--- config.mk ---
export PLATFORM = sky130hd
export DESIGN_NAME = twin_timer
export DESIGN_NICKNAME = d
export VERILOG_FILES = /design/src/rtl/twin_timer_pkg.sv /design/src/rtl/twin_timer_dp.sv /design/src/rtl/twin_timer_ctrl.sv /design/src/rtl/twin_timer.sv
export SDC_FILE = /design/constraint.sdc
export NUM_CORES = 1
export LEC_CHECK = 0
export ABC_CLOCK_PERIOD_IN_PS = 2100
export BUFFER_PORTS_ARGS = -buffer_cell sky130_fd_sc_hd__buf_4
export CELL_PAD_IN_SITES_DETAIL_PLACEMENT = 1
export CELL_PAD_IN_SITES_GLOBAL_PLACEMENT = 2
export CORE_AREA = 4 4 94 163
export DETAILED_ROUTE_END_ITERATION = 6
export DIE_AREA = 0 0 98 167
export PLACE_DENSITY = 0.77
export SETUP_SLACK_MARGIN = 0.2
export SLEW_MARGIN = 0
export SYNTH_ARGS = -nofsm -noshare
export SYNTH_HDL_FRONTEND = slang
export SYNTH_SLANG_ARGS = --single-unit
--- constraint.sdc ---
create_clock -name clk -period 2.1 [get_ports clk]
set_input_delay 0.21 -clock clk [delete_from_list [all_inputs] [get_ports clk]]
set_output_delay 0.21 -clock clk [all_outputs]
set_load 0.05 [all_outputs]
--- src/rtl/twin_timer_pkg.sv ---
package twin_timer_pkg;
  localparam int NUM_TMR = 2;
  localparam int DATA_W  = 8;
  localparam int CNT_W   = 2 * DATA_W;
  localparam int ADDR_W  = 4;
  localparam int SRC_W   = 5;

  // Address map anchors
  localparam int ADR_TMR_BASE = 4;    // timer i low byte at base + 2*i
  localparam int ADR_ICR      = 13;
  localparam int ADR_CTL_BASE = 14;   // control of timer i at base + i

  // Control bit positions
  localparam int CB_EN      = 0;
  localparam int CB_ONESHOT = 3;
  localparam int CB_FORCE   = 4;
  localparam int CB_SRC     = 5;

  // Interrupt byte bit positions
  localparam int IB_TOP = 7;

  // External count input tied inactive
  localparam logic CNT_LEVEL = 1'b0;

  typedef struct packed {
    logic [NUM_TMR-1:0] latchLo;
    logic [NUM_TMR-1:0] latchHi;
    logic [NUM_TMR-1:0] forceLd;
    logic [NUM_TMR-1:0] tick;
    logic [DATA_W-1:0]  wrByte;
  } tmrStrobe_t;
endpackage

--- src/rtl/twin_timer_dp.sv ---
module twin_timer_dp
  import twin_timer_pkg::*;
(
  input  logic                           clk,
  input  logic                           rstN,
  input  tmrStrobe_t                     strb,
  output logic [NUM_TMR-1:0][CNT_W-1:0]  cnt,
  output logic [NUM_TMR-1:0][CNT_W-1:0]  latch,
  output logic [NUM_TMR-1:0]             atLast
);
  for (genvar i = 0; i < NUM_TMR; i++) begin : g_lane
    logic [CNT_W-1:0] cntR;
    logic [CNT_W-1:0] latchR;
    logic             lastR;

    assign lastR = (cntR <= CNT_W'(1));

    always_ff @(posedge clk) begin
      if (!rstN) begin
        latchR <= '0;
        cntR   <= '0;
      end else begin
        if (strb.latchLo[i]) latchR[DATA_W-1:0]     <= strb.wrByte;
        if (strb.latchHi[i]) latchR[CNT_W-1:DATA_W] <= strb.wrByte;
        if (strb.forceLd[i]) begin
          cntR <= latchR;
        end else if (strb.tick[i]) begin
          if (lastR) cntR <= latchR;
          else       cntR <= cntR - CNT_W'(1);
        end
      end
    end

    assign cnt[i]    = cntR;
    assign latch[i]  = latchR;
    assign atLast[i] = lastR;
  end
endmodule

--- src/rtl/twin_timer_ctrl.sv ---
module twin_timer_ctrl
  import twin_timer_pkg::*;
(
  input  logic                           clk,
  input  logic                           rstN,
  input  logic [ADDR_W-1:0]              addr,
  input  logic                           wrEn,
  input  logic [DATA_W-1:0]              wrData,
  input  logic                           rdEn,
  input  logic [NUM_TMR-1:0][CNT_W-1:0]  cnt,
  input  logic [NUM_TMR-1:0]             atLast,
  output tmrStrobe_t                     strb,
  output logic [NUM_TMR-1:0]             under,
  output logic [NUM_TMR-1:0][DATA_W-1:0] ctrlReg,
  output logic [SRC_W-1:0]               maskBits,
  output logic [DATA_W-1:0]              rdData,
  output logic                           irqN
);
  localparam logic [DATA_W-1:0] FORCE_CLR = ~(DATA_W'(1) << CB_FORCE);

  assign strb.wrByte = wrData;

  for (genvar i = 0; i < NUM_TMR; i++) begin : g_tmr
    logic [DATA_W-1:0] ctl;
    logic              wrCtl;
    logic              srcOk;
    logic              tk;
    logic              un;
    logic              frc;

    assign wrCtl = wrEn && (addr == ADDR_W'(ADR_CTL_BASE + i));
    assign frc   = wrCtl && wrData[CB_FORCE];

    if (i == 0) begin : g_first
      assign srcOk = ~ctl[CB_SRC];
    end else begin : g_chain
      logic [1:0] mode;
      assign mode  = ctl[CB_SRC+1:CB_SRC];
      assign srcOk = (mode == 2'b00) |
                     ((mode == 2'b01) & CNT_LEVEL) |
                     ((mode == 2'b10) & g_tmr[i-1].un) |
                     ((mode == 2'b11) & g_tmr[i-1].un & CNT_LEVEL);
    end

    assign tk = ctl[CB_EN] & srcOk & ~frc;
    assign un = tk & atLast[i];

    always_ff @(posedge clk) begin
      if (!rstN) begin
        ctl <= '0;
      end else if (wrCtl) begin
        ctl <= wrData & FORCE_CLR;
      end else if (un && ctl[CB_ONESHOT]) begin
        ctl[CB_EN] <= 1'b0;
      end
    end

    assign strb.latchLo[i] = wrEn && (addr == ADDR_W'(ADR_TMR_BASE + 2*i));
    assign strb.latchHi[i] = wrEn && (addr == ADDR_W'(ADR_TMR_BASE + 2*i + 1));
    assign strb.forceLd[i] = frc;
    assign strb.tick[i]    = tk;
    assign under[i]        = un;
    assign ctrlReg[i]      = ctl;
  end

  // Interrupt status and mask
  logic [SRC_W-1:0] flags;
  logic             sumR;
  logic [SRC_W-1:0] evt;
  logic             rdIcr;
  logic             wrIcr;

  assign evt   = {{(SRC_W-NUM_TMR){1'b0}}, under};
  assign rdIcr = rdEn && (addr == ADDR_W'(ADR_ICR));
  assign wrIcr = wrEn && (addr == ADDR_W'(ADR_ICR));

  always_ff @(posedge clk) begin
    if (!rstN) begin
      maskBits <= '0;
      flags    <= '0;
      sumR     <= 1'b0;
    end else begin
      if (wrIcr) begin
        if (wrData[IB_TOP]) maskBits <= maskBits | wrData[SRC_W-1:0];
        else                maskBits <= maskBits & ~wrData[SRC_W-1:0];
      end
      flags <= (rdIcr ? '0 : flags) | evt;
      sumR  <= (rdIcr ? 1'b0 : sumR) | (|(evt & maskBits));
    end
  end

  assign irqN = ~sumR;

  always_comb begin
    rdData = '0;
    for (int i = 0; i < NUM_TMR; i++) begin
      if (addr == ADDR_W'(ADR_TMR_BASE + 2*i))     rdData = cnt[i][DATA_W-1:0];
      if (addr == ADDR_W'(ADR_TMR_BASE + 2*i + 1)) rdData = cnt[i][CNT_W-1:DATA_W];
      if (addr == ADDR_W'(ADR_CTL_BASE + i))       rdData = ctrlReg[i];
    end
    if (addr == ADDR_W'(ADR_ICR)) begin
      rdData               = '0;
      rdData[IB_TOP]       = sumR;
      rdData[SRC_W-1:0]    = flags;
    end
  end
endmodule

--- src/rtl/twin_timer.sv ---
module twin_timer
  import twin_timer_pkg::*;
(
  input  logic              clk,
  input  logic              rstN,
  input  logic [ADDR_W-1:0] addr,
  input  logic              wrEn,
  input  logic [DATA_W-1:0] wrData,
  input  logic              rdEn,
  output logic [DATA_W-1:0] rdData,
  output logic              irqN
);
  tmrStrobe_t                     strb;
  logic [NUM_TMR-1:0]             under;
  logic [NUM_TMR-1:0]             atLast;
  logic [NUM_TMR-1:0][CNT_W-1:0]  cnt;
  logic [NUM_TMR-1:0][CNT_W-1:0]  latch;
  logic [NUM_TMR-1:0][DATA_W-1:0] ctrlReg;
  logic [SRC_W-1:0]               maskBits;

  twin_timer_ctrl u_ctrl (
    .clk     (clk),
    .rstN    (rstN),
    .addr    (addr),
    .wrEn    (wrEn),
    .wrData  (wrData),
    .rdEn    (rdEn),
    .cnt     (cnt),
    .atLast  (atLast),
    .strb    (strb),
    .under   (under),
    .ctrlReg (ctrlReg),
    .maskBits(maskBits),
    .rdData  (rdData),
    .irqN    (irqN)
  );

  twin_timer_dp u_dp (
    .clk   (clk),
    .rstN  (rstN),
    .strb  (strb),
    .cnt   (cnt),
    .latch (latch),
    .atLast(atLast)
  );
endmodule

Word level (Yosys, flattened, before mapping)
Index checks and enable logic that the tools add are counted.

Latch bits: 0. Word-level logic and storage cells: 81. Input bits: 16. Memories: 0. Memory bits (writable): 0. Output and inout bits: 9. Register bits after elaboration: 89. Bits in read-only memories: 0.

Multipliers: 0. Reductions and logical operators: 18. Eq/ne operators: 8. Order comparisons: 2. Mux-type cells: 20. Bitwise operators: 18. $add $sub $neg: 2. Shift operators: 0. Div/mod/pow operators: 0.

Operators by type and width (number): two-way mux 16 bit (6); two-way mux 8 bit (7); less-or-equal comparator 16 x 1 -> 1 bit (second input constant) (2); subtractor 16 x 1 -> 16 bit (second input constant) (2); == test 4 x 3 -> 1 bit (second input constant) (4); == test 4 bit (second input constant) (3); logical AND 1 bit (12); two-way mux 5 bit (2); nonzero test 2 bit (4); bitwise AND 1 bit (7); bitwise AND 2 x 5 -> 5 bit (1); bitwise AND 5 bit (1); two-way mux 1 bit (5); inverter 5 bit (1); OR 5 x 2 -> 5 bit (1); OR 5 bit (1); OR reduction 5 bit (1); inverter 1 bit (4); == test 2 bit (second input constant) (1); zero test 2 bit (1); OR 1 bit (2).

Longest topological paths before layout
Gate-level depths: netlist of the first run.

Depth in word-level cells: 14. Gate-level depth with buffers: 9. Mapped depth without buffers: 8.

Hierarchy
Synthesis of the first run repeated with hierarchy kept, for this count alone.

Cells, all modules: 625. Area, all modules: 5078.6 µm².

By module, submodules not included: twin_timer_dp (seq. area each 1281.2 µm², instances 1, area each 3395.8 µm², cells each 405); twin_timer_ctrl (seq. area each 440.4 µm², instances 1, area each 1682.9 µm², cells each 220).

Worst setup path after synthesis of the first run
OpenSTA, ideal clock, no wires.

Path kind: input to output. Start point: input addr[0]. End point: output rdData[5]. Buffers on the path: 1. Arrival: 2.218 ns. Slack: -0.328 ns. Stages: 7. Required time: 1.890 ns. Path through: buf_2 > inv_1 > nor3_1 > nand2_1 > o21ai_0 > a21oi_1 > nor3b_1.

Cells in the longest elaborated chain, start to end: 8. Elaborated cells on any way between the ends: 14. Classes of those cells: eq/ne (7); mux (7).

Ends and longest elaborated chain: start: declaration (RTL line twin_timer.sv:6) `input logic [ADDR_W-1:0] addr,`; == test 4 x 3 -> 1 bit (RTL line twin_timer_ctrl.sv:97) `if (addr == ADDR_W'(ADR_TMR_BASE + 2*i)) rdData = cnt[i][DATA_W-1:0];`; two-way mux 8 bit (RTL line twin_timer_ctrl.sv:97); two-way mux 8 bit (RTL line twin_timer_ctrl.sv:98) `if (addr == ADDR_W'(ADR_TMR_BASE + 2*i + 1)) rdData = cnt[i][CNT_W-1:DATA_W];`; two-way mux 8 bit (RTL line twin_timer_ctrl.sv:99) `if (addr == ADDR_W'(ADR_CTL_BASE + i)) rdData = ctrlReg[i];`; two-way mux 8 bit (RTL line twin_timer_ctrl.sv:97); two-way mux 8 bit (RTL line twin_timer_ctrl.sv:98); two-way mux 8 bit (RTL line twin_timer_ctrl.sv:99); two-way mux 8 bit * (RTL line twin_timer_ctrl.sv:101) `if (addr == ADDR_W'(ADR_ICR)) begin`; end: declaration (RTL line twin_timer.sv:10) `output logic [DATA_W-1:0] rdData,`.

Mark *: on every way between the ends. The rest lies on a longest branch, timed or not.

Final worst setup path of the first run
Start point: register u_dp.g_lane[0].cntR[10]. End point: register u_dp.g_lane[1].cntR[15].

Cells in the longest elaborated chain, start to end: 7.

Ends and longest elaborated chain: start: declaration (RTL line twin_timer_dp.sv:12) `logic [CNT_W-1:0] cntR;`; start signal: assignment (RTL line twin_timer_dp.sv:26) `cntR <= latchR;`; start signal: assignment (RTL line twin_timer_dp.sv:28) `if (lastR) cntR <= latchR;`; start signal: assignment (RTL line twin_timer_dp.sv:29) `else cntR <= cntR - CNT_W'(1);`; less-or-equal comparator 16 x 1 -> 1 bit (RTL line twin_timer_dp.sv:16) `assign lastR = (cntR <= CNT_W'(1));`; bitwise AND 1 bit (RTL line twin_timer_ctrl.sv:46) `assign un = tk & atLast[i];`; bitwise AND 1 bit (RTL line twin_timer_ctrl.sv:41) `((mode == 2'b10) & g_tmr[i-1].un) |`; OR 1 bit (RTL line twin_timer_ctrl.sv:40) `((mode == 2'b01) & CNT_LEVEL) |`; bitwise AND 1 bit (2 in a row) (RTL line twin_timer_ctrl.sv:45) `assign tk = ctl[CB_EN] & srcOk & ~frc;`; nonzero test 2 bit (no line); end signal: assignment (RTL line twin_timer_dp.sv:26); end signal: assignment (RTL line twin_timer_dp.sv:28); end signal: assignment (RTL line twin_timer_dp.sv:29); end: declaration (RTL line twin_timer_dp.sv:12).

Every way passes these cells. A chain may end at the register's enable or synchronous reset.

==> results of run 1 <==
==> worst max-delay path: stages (launching register included) <==
cell,delay [ns]
dfxtp_2,0.32
or3_4,0.41
nor4_4,0.21
buf_4,0.18
nand4_4,0.13
a31o_4,0.34
o211ai_1,0.23
o31ai_1,0.10
==> synth_stat cells, drive strengths merged (4+ instances only) <==
| cell type | instances | share of area (%) |
|---|---|---|
| a211oi | 8 | 1.3 |
| nand3 | 23 | 2.5 |
| a21oi | 41 | 4.6 |
| clkbuf | 28 | 2.3 |
| o211ai | 5 | 0.83 |
| and2 | 8 | 1.1 |
| a22oi | 5 | 0.83 |
| nor3b | 4 | 0.66 |
| nor3 | 19 | 2.1 |
| buf | 13 | 2.1 |
| a21boi | 13 | 2.1 |
| o21ai | 39 | 4.3 |
| dfxtp | 83 | 37 |
| a21o | 5 | 0.85 |
| or3 | 5 | 0.80 |
| inv | 10 | 0.83 |
| nor4 | 8 | 1.6 |
| nor2b | 10 | 1.4 |
| o31ai | 4 | 0.66 |
| mux2 | 4 | 0.99 |
| a31oi | 9 | 1.2 |
| nor2 | 64 | 5.3 |
| mux2i | 41 | 9.0 |
| nand2 | 60 | 5.0 |
| and3 | 5 | 0.69 |
| ha | 4 | 1.1 |
==> power by group through the flow <==
stage	sequential [W]	combinational [W]	clock [W]
6_report	0.00160	0.000722	0.00183
3_5_place_dp	0.00164	0.000493	0
5_1_grt	0.00160	0.000758	0.00192
4_1_cts	0.00160	0.000663	0.00184
2_1_floorplan	0.00164	0.000299	0
3_3_place_gp	0.00164	0.000481	0
==> state kept, by name, indices dropped and copies added, names as in the netlist, named ones only <==
signal / count
u_ctrl.flags: 2
u_ctrl.g_tmr.ctl: 14
u_ctrl.sumR: 1
u_dp.g_lane.cntR: 32
u_dp.g_lane.latchR: 32
==> path summary, 6_finish.rpt <==
| check | from | endpoint | slack, ns |
|---|---|---|---|
| hold reg to reg | u_ctrl.flags[0]$_SDFF_PN0_ | u_ctrl.flags[0]$_SDFF_PN0_ | 0.47 |
| hold / removal | wrData[3] | u_dp.g_lane[1].latchR[11]$_SDFFE_PN0P_ | 0.21 |
| setup reg to reg | u_dp.g_lane[0].cntR[10]$_SDFFE_PN0P_ | u_dp.g_lane[1].cntR[15]$_SDFFE_PN0P_ | 0.06 |
| setup / recovery | u_dp.g_lane[0].cntR[10]$_SDFFE_PN0P_ | u_dp.g_lane[1].cntR[15]$_SDFFE_PN0P_ | 0.06 |
==> metal layers <==
metal | up-vias | GRT usage (%) | wire, um
met1 | 2408 | 23.6 | 7030
li1 | 2210 | - | -
met2 | 133 | 42.7 | 10400
met3 | 71 | 2.93 | 498
met4 | 0 | 17.2 | 1470
met5 | - | 0 | 0
==> per-stage QoR <==
step / instance area, sq um / power, W
3_5_place_dp: 5310 / 0.00213
3_3_place_gp: 5310 / 0.00212
2_1_floorplan: 4600 / 0.00193
4_1_cts: 6060 / 0.00411
5_1_grt: 6320 / 0.00429
6_report: 6320 / 0.00415
==> final cells by class <==
class	instances	share of cell area (%)
Multi-Input combinational cell	430	47.8
Sequential cell	83	26.5
Timing Repair Buffer	114	16.4
Clock buffer	9	3.56
Tap cell	177	3.50
Clock inverter	7	1.68
Inverter	10	0.593
==> kinds of logic (layout without fill, tap and decap cells) <==
logic type	after synthesis	count (layout)	share of synthesized area (%)
buffers and inverters	51	140	5.23
DFF	83	83	36.6
adders and majority gates	4	4	1.10
AOI/OAI and AO/OA	155	157	21.9
and+or+nand+nor	223	223	24.7
muxes	46	46	10.5
==> placed cells by master (no fill, tap or decap), types with 5 or more instances in the layout <==
cell type / synthesis / routed
o211ai_1: 5 / 5
a211oi_1: 8 / 6
inv_1: 9 / 6
buf_4: 3 / 88
clkbuf_16: 0 / 9
o21ai_0: 37 / 27
a21oi_1: 40 / 34
dfxtp_2: 0 / 9
mux2i_1: 41 / 41
a31oi_1: 9 / 7
nand2_1: 60 / 56
nor2b_1: 10 / 9
o21ai_1: 2 / 10
nor3_1: 19 / 13
a21oi_2: 1 / 5
buf_6: 4 / 19
nor2_1: 64 / 57
and2_1: 8 / 5
dfxtp_1: 83 / 73
a21boi_0: 13 / 10
nand3_1: 23 / 23
==> repair_timing <==
item                       CTS  global route
pin swaps                   20            31
gates cloned                 4             1
resized for setup           61            53
setup endpoints to repair   42            44
setup buffers               14             9
==> flow_metrics.env, run 1 <==
export IMPL_reg2reg_depth=7
export IMPL_path_clk_slew_ns=0.07
export IMPL_async_flop_share_pct=0
export IMPL_ir_drop_uv=426
export IMPL_dp_slack_ns=-0.0542
export IMPL_n_antenna_cell=0
export IMPL_power_switching_w=0.00118
export IMPL_fmax_mhz=490
export IMPL_cp_required_ns=2.32
export IMPL_cts_hold_fix_buffers=0
export IMPL_drc=0
export IMPL_critPathMaxFanout=13
export IMPL_cts_sinks=83
export IMPL_rsz0062_at_grt="yes"
export IMPL_num_rows=57
export IMPL_first_pass_iters=5
export IMPL_clock_skew_ns=0.00851
export IMPL_grt_overflow=0
export IMPL_cts_buffer_depth=2
export IMPL_tritoncts="done"
export IMPL_start_util_pct=32.7
export IMPL_p_seq_share_pct=38.6
export IMPL_numCtsBuffers=9
export IMPL_synth_edf_count=0
export IMPL_drive_above_1_share_pct=32.8
export IMPL_multi_input_area_sq_um=3020
export IMPL_drt_iter0_drc=186
export IMPL_syn_nets=582
export IMPL_fin_ws_ns=0.0588
export IMPL_p_int_w=0.00298
export IMPL_timing_hold_violations_final=0
export IMPL_ys_types=65
export IMPL_yosysWarnings=0
export IMPL_drv_cap=0
export IMPL_postSynthCellCount=562
export IMPL_worst_pin_slew_ns=0.535
export IMPL_grt_pass1_wl_um=29700
export IMPL_vias=4822
export IMPL_totalWireLength_um=19400
export IMPL_syn_area_sq_um=4540
export IMPL_die_w_um=98
export IMPL_p_per_area_nw_per_um2=657
export IMPL_ios=25
export IMPL_p_leak_nw=2.40
export IMPL_htree_levels=3
export IMPL_areaGrowthSynthToFinish_pct=39.2
export IMPL_hold_depth=3
export IMPL_gp_congestion=0.910
export IMPL_hold_worst_slack_ns=0.214
export IMPL_power_frac_clock_pct=44.0
export IMPL_critPathLaunchType="flop"
export IMPL_synth_seq_cells=83
export IMPL_worst_skew_pair_late_latency_ns=0.35
export IMPL_switching_share_pct=28.4
export IMPL_dp_cells=786
export IMPL_drv_slew=0
export IMPL_arrival_ns=2.26
export IMPL_fin_util_pct=45.5
export IMPL_final_setup_viol_count=0
export IMPL_drt_vias_per_instance=5.81
export IMPL_seq_area_sq_um=1680
export IMPL_final_cells=830
export IMPL_grt_pass1_vias=5182
export IMPL_fill_cells=1622
export IMPL_grt_max_degree=36
export IMPL_antenna_found_initial=0
export IMPL_avgSynthCellArea_sq_um=8.09
export IMPL_post_drt_wl_per_cell_um=23.4
export IMPL_path_class="reg -> reg"
export IMPL_synthFlopType="dfxtp_1"
export IMPL_cp_end_kind="flop"
export IMPL_slew_headroom_pct=64.3
export IMPL_root_buffer="clkbuf_16"
export IMPL_dieHeight_um=167
export IMPL_ys_seq_area_share_pct=36.6
export IMPL_fp_dieArea_sq_um=16400
export IMPL_post_dp_hpwl_um=13300
export IMPL_nets=668
export IMPL_finalCritPeriodShare_pct=97.2
export IMPL_fin_crit_ns=2.04
export IMPL_combinationalPowerShare_pct=17.4
export IMPL_setup_tns_ns=0
export IMPL_grt_usage_pct=23.3
export IMPL_ant_nets=0
export IMPL_core_sq_um=13900
export IMPL_min_path_type="in -> reg"
export IMPL_port_buffers=24
export IMPL_status="finished clean"
(Power assumes the default switching activity.)
==> inputs of run 2 (changes only) <==
--- a/config.mk
+++ b/config.mk
@@ -8,9 +8,9 @@
 export ABC_CLOCK_PERIOD_IN_PS = 2100
-export BUFFER_PORTS_ARGS = -buffer_cell sky130_fd_sc_hd__buf_4
+export BUFFER_PORTS_ARGS = -buffer_cell sky130_fd_sc_hd__buf_2
 export CELL_PAD_IN_SITES_DETAIL_PLACEMENT = 1
 export CELL_PAD_IN_SITES_GLOBAL_PLACEMENT = 2
-export CORE_AREA = 4 4 94 163
+export CORE_AREA = 4 4 98 169
 export DETAILED_ROUTE_END_ITERATION = 6
-export DIE_AREA = 0 0 98 167
-export PLACE_DENSITY = 0.77
+export DIE_AREA = 0 0 102 173
+export PLACE_DENSITY = 0.78
 export SETUP_SLACK_MARGIN = 0.2
@@ -19,2 +19,3 @@
 export SYNTH_HDL_FRONTEND = slang
+export SYNTH_HIERARCHICAL = 1
 export SYNTH_SLANG_ARGS = --single-unit
--- a/constraint.sdc
+++ b/constraint.sdc
@@ -3,2 +3,2 @@
 set_output_delay 0.21 -clock clk [all_outputs]
-set_load 0.05 [all_outputs]
+set_load 0.01 [all_outputs]
==> run 2 against run 1 <==
Critical path type unchanged. Die area increased by 7.8%. The flow now finishes with violations (negative setup slack). Total power decreased by 4.2%. Synthesized area increased by 8.1%. Critical endpoint is now u_dp/g_lane[1].cntR[6]$_SDFFE_PN0P_.
==> flow_metrics.env, run 2 <==
export IMPL_status="complete, but fails checks"
export IMPL_violations="negative setup slack"
export IMPL_final_common_cell="buf_4"
export IMPL_yosysWarnings=6
export IMPL_syn_nets=627
export IMPL_fin_crit_ns=2.40
export IMPL_start_util_pct=32.1
export IMPL_fill_cells=1830
export IMPL_root_buffer="clkbuf_16"
export IMPL_antenna_found_initial=0
export IMPL_arrival_ns=2.64
export IMPL_cts_hold_fix_buffers=0
export IMPL_p_per_area_nw_per_um2=619
export IMPL_die_w_um=102
export IMPL_reg_top3="u_dp/g_lane.cntR (32), u_dp/g_lane.latchR (32), u_ctrl/g_tmr.ctl (14)"
export IMPL_drt_iter0_drc=234
export IMPL_path_class="reg -> reg"
export IMPL_min_path_type="in -> reg"
export IMPL_grt_max_degree=31
export IMPL_crit_chain="nor4_4 -> and4b_2 -> nand2_4 -> clkinv_4 -> nand3b_1 -> a21oi_2 -> and2_4 -> nor4b_4 -> mux2i_1 -> o21ai_1 -> o21a_1"
export IMPL_vias=5137
export IMPL_grt_pass1_vias=5495
export IMPL_port_buffers=24
export IMPL_first_pass_iters=4
export IMPL_fmax_mhz=417
export IMPL_grt_pass1_wl_um=30200
export IMPL_design_area_sq_um=6430
export IMPL_fp_dieArea_sq_um=17600
export IMPL_worst_skew_pair_late_latency_ns=0.35
export IMPL_slew_headroom_pct=59.8
export IMPL_use_met2_pct=40.3
export IMPL_htree_levels=3
export IMPL_cts_buffer_depth=2
export IMPL_critPathLaunchType="flop"
export IMPL_fin_util_pct=42.0
export IMPL_num_rows=60
export IMPL_drv_slew=0
export IMPL_drv_cap=0
export IMPL_cp_end_kind="flop"
export IMPL_rsz0062_at_grt="yes"
export IMPL_nets=711
export IMPL_path_clk_slew_ns=0.07
export IMPL_ir_drop_uv=341
export IMPL_seq_area_sq_um=1680
export IMPL_tritoncts="done"
export IMPL_finalCritPeriodShare_pct=114
export IMPL_syn_area_sq_um=4910
export IMPL_grt_overflow=0
export IMPL_ios=25
export IMPL_drive_above_1_share_pct=31.8
export IMPL_drc=0
export IMPL_clock_skew_ns=0.00593
export IMPL_max_stage_delay_ns=0.33
export IMPL_grtUsageMet3_pct=3.07
export IMPL_multi_input_area_sq_um=3180
export IMPL_postSynthCellCount=607
export IMPL_busiest_layer="met2"
export IMPL_fin_ws_ns=-0.298
export IMPL_critPathMaxFanout=6
export IMPL_worst_pin_slew_ns=0.601
export IMPL_post_dp_hpwl_um=14700
export IMPL_critical_path_slowest_cell="dfxtp_2"
export IMPL_core_sq_um=15300
export IMPL_met1_usage_pct=23.3
export IMPL_dieHeight_um=173
export IMPL_grt_usage_pct=22.2
export IMPL_post_drt_wl_per_cell_um=22.2
export IMPL_numCtsBuffers=9
export IMPL_totalWireLength_um=19600
export IMPL_areaGrowthSynthToFinish_pct=30.8
export IMPL_cp_required_ns=2.34
export IMPL_final_setup_viol_count=19
export IMPL_layout_common_cells="buf_4 (84), dfxtp_1 (73), nor2_1 (61)"
export IMPL_avgSynthCellArea_sq_um=8.10
export IMPL_cts_sinks=83
export IMPL_setup_tns_ns=-3.83
export IMPL_p_leak_nw=2.41
export IMPL_ant_nets=0
export IMPL_n_antenna_cell=0
export IMPL_gp_congestion=0.890
export IMPL_timing_hold_violations_final=0
export IMPL_drt_vias_per_instance=5.82
export IMPL_postPlaceCellArea_sq_um=5720
export IMPL_totalPowerFinal_w=0.00398
## run 2: final timing paths
| kind | cells after the start | slack, ns | start | to |
|---|---|---|---|---|
| min reg2reg | 2 | 0.48 | u_ctrl/g_tmr[0].ctl[1]$_SDFFE_PN0N_ | u_ctrl/g_tmr[0].ctl[1]$_SDFFE_PN0N_ |
| max | 11 | -0.30 | u_dp/g_lane[0].cntR[8]$_SDFFE_PN0P_ | u_dp/g_lane[1].cntR[6]$_SDFFE_PN0P_ |
| max reg2reg | 11 | -0.30 | u_dp/g_lane[0].cntR[8]$_SDFFE_PN0P_ | u_dp/g_lane[1].cntR[6]$_SDFFE_PN0P_ |
| min | 3 | 0.23 | wrData[1] | u_ctrl/g_tmr[1].ctl[1]$_SDFFE_PN0P_ |
## run 2: critical path, delay by kind of cell, from the launching register on
family,cells,cell delay (ns)
AOI/OAI and AO/OA,3,0.42
buffers and inverters,1,0.05
DFF,1,0.33
muxes,1,0.22
and+or+nand+nor,6,1.25
## run 2: repair_timing
action,CTS,global route
gates resized for setup,26,40
gates cloned,0,1
setup endpoints to repair,22,31
setup buffers,10,7
pin swaps,10,18
## run 2: through the flow
stage | instances | setup WS (ns) | hold slack, ns
floorplan | 607 | -0.476 | 0.343
global placement | 848 | -0.230 | 0.467
detailed placement | 848 | -0.273 | 0.482
CTS | 874 | -0.274 | 0.214
global route | 882 | -0.436 | 0.240
finish | 882 | -0.298 | 0.226
## run 2: final cells by class
class                           instances  share of cell area, %
Multi-Input combinational cell        456                   49.5
Sequential cell                        83                   26.1
Timing Repair Buffer                  125                   14.8
Tap cell                              186                   3.62
Clock buffer                           10                   3.56
Clock inverter                          6                   1.38
Inverter                               16                   1.05
## run 2: per-layer routing
layer | part of all wire [%] | up-vias
li1 | - | 2376
met1 | 37 | 2549
met2 | 54 | 148
met3 | 3.7 | 64
met4 | 5.8 | 0
met5 | 0 | -
## run 2: where the power goes
part	leakage, nW	switching [W]	internal [W]
combinational	1.59	0.000386	0.000247
sequential	0.675	0.0000210	0.00160
clock	0.149	0.000684	0.00104
total	2.41	0.00109	0.00289
